`config.mk`:
```
export PLATFORM = sky130hd
export DESIGN_NAME = ex_operand_bypass
export DESIGN_NICKNAME = d
export VERILOG_FILES = /design/src/rtl/fwd_pkg.sv /design/src/rtl/fwd_stage_match.sv /design/src/rtl/fwd_priority.sv /design/src/rtl/fwd_operand_mux.sv /design/src/rtl/ex_operand_bypass.sv
export SDC_FILE = /design/constraint.sdc
export NUM_CORES = 1
export LEC_CHECK = 0
export ABC_AREA = 1
export BUFFER_PORTS_ARGS = -buffer_cell sky130_fd_sc_hd__buf_2
export CAP_MARGIN = 40
export CORE_AREA = 2 2 98 100
export DETAILED_ROUTE_END_ITERATION = 10
export DIE_AREA = 0 0 100 102
export PLACE_DENSITY = 0.66
export SYNTH_ARGS = -nofsm -noshare
export SYNTH_HDL_FRONTEND = slang
export SYNTH_SLANG_ARGS = --single-unit
```
`constraint.sdc`:
```
create_clock -name vclk -period 2.4
set_input_delay 0.36 -clock vclk [all_inputs]
set_output_delay 0.36 -clock vclk [all_outputs]
set_load 0.02 [all_outputs]
```
`src/rtl/fwd_pkg.sv`:
```
package fwd_pkg;

    typedef enum logic [1:0] {
        FWD_RF   = 2'b00,
        FWD_WBK  = 2'b01,
        FWD_EXM  = 2'b10,
        FWD_RSVD = 2'b11
    } fwd_sel_e;

endpackage

```
`src/rtl/fwd_stage_match.sv`:
```
module fwd_stage_match #(
    parameter int REG_W = 5
) (
    input  logic [REG_W-1:0] src_reg,
    input  logic             wr_en,
    input  logic [REG_W-1:0] dst_reg,
    output logic             hit
);

    logic dst_live;

    assign dst_live = wr_en && (dst_reg != '0);
    assign hit      = dst_live && (dst_reg == src_reg);

endmodule

```
`src/rtl/fwd_priority.sv`:
```
module fwd_priority
    import fwd_pkg::*;
(
    input  logic     exm_hit,
    input  logic     wbk_hit,
    output fwd_sel_e sel
);

    always_comb begin
        unique case ({exm_hit, wbk_hit})
            2'b10, 2'b11: sel = FWD_EXM;
            2'b01:        sel = FWD_WBK;
            default:      sel = FWD_RF;
        endcase
        // the reserved code never leaves the priority stage
        a_r9_sel_legal: assert (sel != FWD_RSVD);
        // a memory-stage hit dominates regardless of write-back
        a_r4_exm_wins: assert (!exm_hit || sel == FWD_EXM);
        // no hit selects the register file
        a_r1_idle_rf: assert (exm_hit || wbk_hit || sel == FWD_RF);
    end

endmodule

```
`src/rtl/fwd_operand_mux.sv`:
```
module fwd_operand_mux
    import fwd_pkg::*;
#(
    parameter int DATA_W = 32
) (
    input  fwd_sel_e          sel,
    input  logic [DATA_W-1:0] rf_data,
    input  logic [DATA_W-1:0] exm_data,
    input  logic [DATA_W-1:0] wbk_data,
    output logic [DATA_W-1:0] opnd
);

    always_comb begin
        unique case (sel)
            FWD_EXM: opnd = exm_data;
            FWD_WBK: opnd = wbk_data;
            default: opnd = rf_data;
        endcase
        // memory-stage select delivers the memory-stage result
        a_r2_exm_path: assert (sel != FWD_EXM || opnd == exm_data);
        // write-back select delivers the write-back value
        a_r3_wbk_path: assert (sel != FWD_WBK || opnd == wbk_data);
    end

endmodule

```
`src/rtl/ex_operand_bypass.sv`:
```
module ex_operand_bypass
    import fwd_pkg::*;
#(
    parameter int REG_W  = 5,
    parameter int DATA_W = 32
) (
    input  logic [REG_W-1:0]  src_a_reg,
    input  logic [REG_W-1:0]  src_b_reg,
    input  logic [DATA_W-1:0] rf_a_data,
    input  logic [DATA_W-1:0] rf_b_data,
    input  logic              exm_wr_en,
    input  logic [REG_W-1:0]  exm_dst_reg,
    input  logic [DATA_W-1:0] exm_result,
    input  logic              wbk_wr_en,
    input  logic [REG_W-1:0]  wbk_dst_reg,
    input  logic [DATA_W-1:0] wbk_load_data,
    input  logic [DATA_W-1:0] wbk_alu_data,
    input  logic              wbk_from_mem,
    output logic [1:0]        sel_a,
    output logic [1:0]        sel_b,
    output logic [DATA_W-1:0] opnd_a,
    output logic [DATA_W-1:0] opnd_b
);

    localparam int NUM_OPND = 2;

    logic [DATA_W-1:0] wbk_value;
    logic [REG_W-1:0]  lane_src  [NUM_OPND];
    logic [DATA_W-1:0] lane_rf   [NUM_OPND];
    logic [DATA_W-1:0] lane_opnd [NUM_OPND];
    fwd_sel_e          lane_sel  [NUM_OPND];
    logic              lane_exm_hit [NUM_OPND];
    logic              lane_wbk_hit [NUM_OPND];

    // write-back value picks loaded data or the ALU result
    assign wbk_value = wbk_from_mem ? wbk_load_data : wbk_alu_data;

    assign lane_src[0] = src_a_reg;
    assign lane_src[1] = src_b_reg;
    assign lane_rf[0]  = rf_a_data;
    assign lane_rf[1]  = rf_b_data;

    for (genvar g = 0; g < NUM_OPND; g++) begin : g_lane
        fwd_stage_match #(.REG_W(REG_W)) u_exm_match (
            .src_reg (lane_src[g]),
            .wr_en   (exm_wr_en),
            .dst_reg (exm_dst_reg),
            .hit     (lane_exm_hit[g])
        );

        fwd_stage_match #(.REG_W(REG_W)) u_wbk_match (
            .src_reg (lane_src[g]),
            .wr_en   (wbk_wr_en),
            .dst_reg (wbk_dst_reg),
            .hit     (lane_wbk_hit[g])
        );

        fwd_priority u_prio (
            .exm_hit (lane_exm_hit[g]),
            .wbk_hit (lane_wbk_hit[g]),
            .sel     (lane_sel[g])
        );

        fwd_operand_mux #(.DATA_W(DATA_W)) u_mux (
            .sel      (lane_sel[g]),
            .rf_data  (lane_rf[g]),
            .exm_data (exm_result),
            .wbk_data (wbk_value),
            .opnd     (lane_opnd[g])
        );
    end

    assign sel_a  = lane_sel[0];
    assign sel_b  = lane_sel[1];
    assign opnd_a = lane_opnd[0];
    assign opnd_b = lane_opnd[1];

    always_comb begin
        // register 0 is never bypassed on either operand
        a_r5_zero_a: assert (src_a_reg != '0 || sel_a == 2'b00);
        a_r5_zero_b: assert (src_b_reg != '0 || sel_b == 2'b00);
        // a disabled stage never supplies an operand
        a_r6_exm_en: assert (exm_wr_en || (sel_a != 2'b10 && sel_b != 2'b10));
        a_r6_wbk_en: assert (wbk_wr_en || (sel_a != 2'b01 && sel_b != 2'b01));
    end

endmodule

```
==> results.cfg, run 1 <==
[sta]
clock.fmax_ghz = 0.488
tns_ns = 0
setup_violations = 0
period_needed_ns = 2.05
whs_ns = 1.07
finalCritPeriodShare = 0.854
tightestPinTransition_ns = 0.301
grt_setup_unrepaired = no
drv_slew = 0
hold_violations = 0
max-slew-margin-rel = 0.800

[grt]
grt_pass1_wl_mm = 16.6
track_usage = 0.196
grt_pass1_vias = 3516
grt_max_degree = 46
grt_overflow_total = 0
antenna_found_initial = 1

[final_layout]
seq_cells = 0
areaGrowthSynthToFinish_pct = 54.0
drive_gt1_frac = 0.486
ff_latch_area_um2 = 0
final_area_um2 = 3600
nNetsFinal = 833
clock_buffers = 0
fill_cells = 1019

[power]
p_per_area_nw_per_um2 = 179
comb_power_share = 1.000
power_frac_seq = 0
p_switching_w = 0.000358
finalPower_w = 0.000646
clkPwrFrac = 0
p_int_w = 0.000288
vdd_drop_max_uv = 69.3
cellLeakagePower_nw = 2.02
switching_share = 0.555

[floorplanning]
floorplan.initialDensity = 0.257
die_w_um = 100
num_rows = 35
core_area_um2 = 9110
io_pins = 251
chipHeight_um = 102
die-area_um2 = 10200

[setup_path]
cp.arrival_ns = 1.69
required_ns = 2.04
start_kind = input pin
path_class = input pin to primary output
worstPathMaxFanout = 27
cp-end-kind = primary output

[synth]
synth.avg_cell_area_um2 = 5.59
synth_area_leaders = nand3_1 (42%), nand2_1 (16%), mux2_2 (15%)
synth_cell_types = 19
synth_top_cell_by_area = nand3_1
synth.top_cell.area_share = 0.415
synth_nets = 601
ys_warn_count = 0
synthCells = 418
seq_area_frac_synth = 0
synth_area_um2 = 2340

[flow_run]
cap_violations = 0

[worst_hold_path]
hold_class = input pin to primary output

[placement]
port_buffers = 251
gp_congestion = 0.903
dp_hpwl_mm = 9.00
placed_area_um2 = 3600

[routing]
drt_wl_total_mm = 11.3
drt_iter0_markers = 152
drc = 0
num_vias = 3881
vias_per_cell = 5.11
postRouteAntennaNets = 0
avgRoutedWirePerCell_um = 14.9
firstDrtPassIters = 5

[outcome]
status = finished clean

[clocking]
ctsResizeCount = 0
cts_setup_buffers = 0
ctsHoldBuffers = 0
metrics by stage:
stage           util  setup WS (ns)  std cells
2_1_floorplan      -          0.733        418
3_3_place_gp   0.395          0.382        759
3_5_place_dp   0.395          0.368        759
4_1_cts        0.395          0.366        759
5_1_grt        0.395          0.226        760
6_report       0.395          0.350        760
layout by cell type, fill, tap and decap left out:
cell / netlist / routed
xnor2_1: 4 / 4
xor2_1: 6 / 6
mux2_2: 32 / 32
nand3_2: 4 / 4
and2b_1: 2 / 2
nand3b_1: 1 / 1
nand2_2: 1 / 1
nor2_2: 2 / 2
nand2_1: 99 / 99
nor2_1: 13 / 13
inv_2: 8 / 8
nand4_1: 1 / 1
nor2_4: 2 / 2
buf_2: 13 / 251
buf_12: 0 / 5
buf_4: 2 / 10
diode_2: 0 / 1
inv_1: 13 / 13
nand3_1: 194 / 194
cells in the mapped netlist:
library cell,instances
and2b_1,2
buf_2,13
buf_4,2
buf_6,20
clkbuf_2,1
inv_1,13
inv_2,8
mux2_2,32
nand2_1,99
nand2_2,1
nand3_1,194
nand3_2,4
nand3b_1,1
nand4_1,1
nor2_1,13
nor2_2,2
nor2_4,2
xnor2_1,4
xor2_1,6
worst paths after layout:
check	startpoint	endpoint	cells past startpoint
worst min-delay path	exm_result[28]	opnd_b[28]	4
worst max-delay path	exm_dst_reg[1]	opnd_a[22]	10
power by group through the flow:
stage / logic [W] / clock network [W] / registers [W]
after floorplan: 0.000356 / 0 / 0
after global placement: 0.000638 / 0 / 0
after detailed placement: 0.000644 / 0 / 0
after CTS: 0.000647 / 0 / 0
after global routing: 0.000701 / 0.0000000000557 / 0
final: 0.000646 / 0.0000000000557 / 0
routing by layer:
metal	global-route usage	part of all wire	vias to the layer above
li1	-	-	1895
met1	0.233	0.38	1771
met2	0.381	0.53	197
met3	0.0157	0.075	18
met4	0.0464	0.021	0
met5	0	0	-
cell type report:
| class | count | area, µm² | share of cell area |
|---|---|---|---|
| well taps | 111 | 139 | 0.0386 |
| inverters | 21 | 78.8 | 0.0219 |
| repair buffers | 266 | 1430 | 0.397 |
| multi-input cells | 361 | 1950 | 0.541 |
| diodes | 1 | 2.50 | 0.000695 |
critical path, cell delays in order:
cell	delay, ns
buf_2	0.12
nor2_1	0.12
nand3b_1	0.08
nand2_1	0.08
inv_2	0.05
nand3_2	0.11
buf_4	0.31
nand3_1	0.16
nand3_1	0.10
buf_2	0.18
logic make-up (layout without fill, tap and decap cells):
group / after synthesis / count (layout) / synth area share
mux: 32 / 32 / 0.154
other cells: 0 / 1 / 0
buf+inv: 57 / 287 / 0.166
simple gates: 319 / 319 / 0.642
xor+xnor: 10 / 10 / 0.0375
Power figures use the tool's default switching activity.
==> inputs of run 2 (changes only) <==
Settings changed: CORE_AREA 2 2 98 100 to 2 2 97 99, DIE_AREA 0 0 100 102 to 0 0 99 101, PLACE_DENSITY 0.66 to 0.72, SYNTH_HIERARCHICAL set to 1.
==> run 2 against run 1 <==
  * Core utilization grew 14 points
  * Synthesized cell count grew 55%
  * Sequential cell count is the same
  * Sequential share of layout area is the same
  * Fmax shrank 13%
  * Critical path depth grew 4
  * Via count grew 19%
  * Clock-buffer cell count is the same
  * Non-clock buffer count grew 17
  * Final area grew 33%
  * Global-route usage grew 0.43 points
  * Critical endpoint is now opnd_b[2]
  * Largest cell class unchanged
==> results.cfg, run 2 <==
[sta]
grt_setup_unrepaired = yes
period_needed_ns = 2.34
finalCritPeriodShare = 0.977
max-slew-margin-rel = 0.794
setup_violations = 0
fin_ws_ns = 0.0555
whs_ns = 1.02
tightestPinTransition_ns = 0.308
drv_slew = 0
clock.fmax_ghz = 0.427
hold_violations = 0

[final_layout]
layout_commonest_cell = nand2_1
seq_cells = 0
areaGrowthSynthToFinish_pct = 74.9
layout_common_cells = nand2_1 (488), buf_2 (201), buf_6 (42)
clock_buffers = 0
multi_input_area_um2 = 2420
final_area_um2 = 4790
fill_cells = 975
ff_latch_area_um2 = 0
drive_gt1_frac = 0.405
nNetsFinal = 1083
n_antenna_cell = 0

[grt]
grt_overflow_total = 0
antenna_found_initial = 0
grt_max_degree = 33
grt_pass1_vias = 3881
track_usage = 0.200
grt_pass1_wl_mm = 16.9

[floorplanning]
floorplan.initialDensity = 0.305
io_pins = 251
chipHeight_um = 101
die-area_um2 = 10000
die_w_um = 99
core_area_um2 = 8980
num_rows = 35

[power]
p_per_area_nw_per_um2 = 167
cellLeakagePower_nw = 3.13
vdd_drop_max_uv = 106

[setup_path]
start_kind = input pin
critPathLaunch = exm_dst_reg[0]
worstPathMaxFanout = 8
cp-end-kind = primary output
required_ns = 2.04
path_class = input pin to primary output
cp.arrival_ns = 1.98

[outcome]
status = finished clean

[routing]
vias_per_cell = 4.60
num_vias = 4625
avgRoutedWirePerCell_um = 12.5
drt_wl_total_mm = 12.6
firstDrtPassIters = 5
drt_iter0_markers = 199
postRouteAntennaNets = 0
drc = 0

[placement]
placed_area_um2 = 4050
port_buffers = 251
place_ws_ns = -0.0790
gp_congestion = 0.961
dp_hpwl_mm = 9.05

[synth]
synth_area_leaders = nand2_1 (71%), buf_6 (8.6%), inv_1 (5.8%)
synthCells = 646
synth.top_cell.area_share = 0.711
synth_common_cells = nand2_1 (518), inv_1 (42), buf_6 (21)
synth_top_cell_by_area = nand2_1
synth_area_um2 = 2740
ys_warn_count = 6
synth_cell_types = 16
synth_nets = 833
yosysMostFrequentCell = nand2_1
synth.avg_cell_area_um2 = 4.24
seq_area_frac_synth = 0

[worst_hold_path]
hold_start = rf_a_data[28]
min_path_cells = 4
hold_class = input pin to primary output

[flow_run]
cap_violations = 0
-- run 2: changes by cell type after synthesis, moves of 6 or more --
| cell | change |
|---|---|
| inv_1 | +29 |
| inv_2 | -6 |
| mux2_2 | -32 |
| nand2_1 | +419 |
| nand2_2 | +9 |
| nand3_1 | -186 |
| xor2_1 | -6 |
-- run 2: critical path: stages --
cell and delay (ns):
buf_4 0.13, nor2_2 0.11, nand3_2 0.07, a21oi_2 0.17
nor2_4 0.04, buf_4 0.13, nor2_4 0.10, inv_2 0.06
ha_4 0.32, inv_8 0.06, clkbuf_16 0.16, nand2_1 0.06
nand2_1 0.04, buf_2 0.15
-- run 2: stage by stage --
stage / instances / power (W) / TNS [ns] / util
finish: 1005 / 0.000800 / 0 / 0.533
global route: 1005 / 0.000872 / -0.938 / 0.533
CTS: 996 / 0.000664 / 0 / 0.454
detailed placement: 996 / 0.000658 / -1.67 / 0.451
global placement: 996 / 0.000656 / -0.936 / 0.451
floorplan: 646 / 0.000372 / 0 / -
-- run 2: kinds of logic after synthesis --
logic type | share of synthesized area
simple gates | 0.776
fa+ha+maj | 0.0183
compound gates | 0.0146
buf+inv | 0.191
-- run 2: path summary, 6_finish.rpt --
| kind | endpoint | slack (ns) |
|---|---|---|
| max | opnd_b[2] | 0.06 |
| min | opnd_a[28] | 1.02 |
-- run 2: cell type report --
cell class,instances,area share
inverter,45,0.0400
multi-input combinational,566,0.506
timing repair buffer,283,0.425
tap,111,0.0290
-- run 2: report_power, final --
| part | switching (W) | total (W) | internal [W] | leakage (nW) |
|---|---|---|---|---|
| Clock | 0 | 0 | 0 | 0 |
| Combinational | 0.000433 | 0.000800 | 0.000367 | 3.13 |
| Sequential | 0 | 0 | 0 | 0 |
-- run 2: per-layer routing --
layer / vias to the layer above / global-route usage / share of wire / wire (µm)
met3: 20 / 0.0104 / 0.071 / 897
met1: 2002 / 0.257 / 0.41 / 5180
met2: 219 / 0.374 / 0.50 / 6340
li1: 2384 / - / - / -
met4: 0 / 0.0327 / 0.013 / 163
met5: - / 0 / 0 / 0
-- run 2: repair_timing --
action                                  in CTS  in global routing
cloned                                       0                  8
gates resized for setup                      5                171
endpoints found under the setup margin      51                 64
setup buffers                                0                  1
hold buffers                                 0                  0
pin swaps                                    0                 15
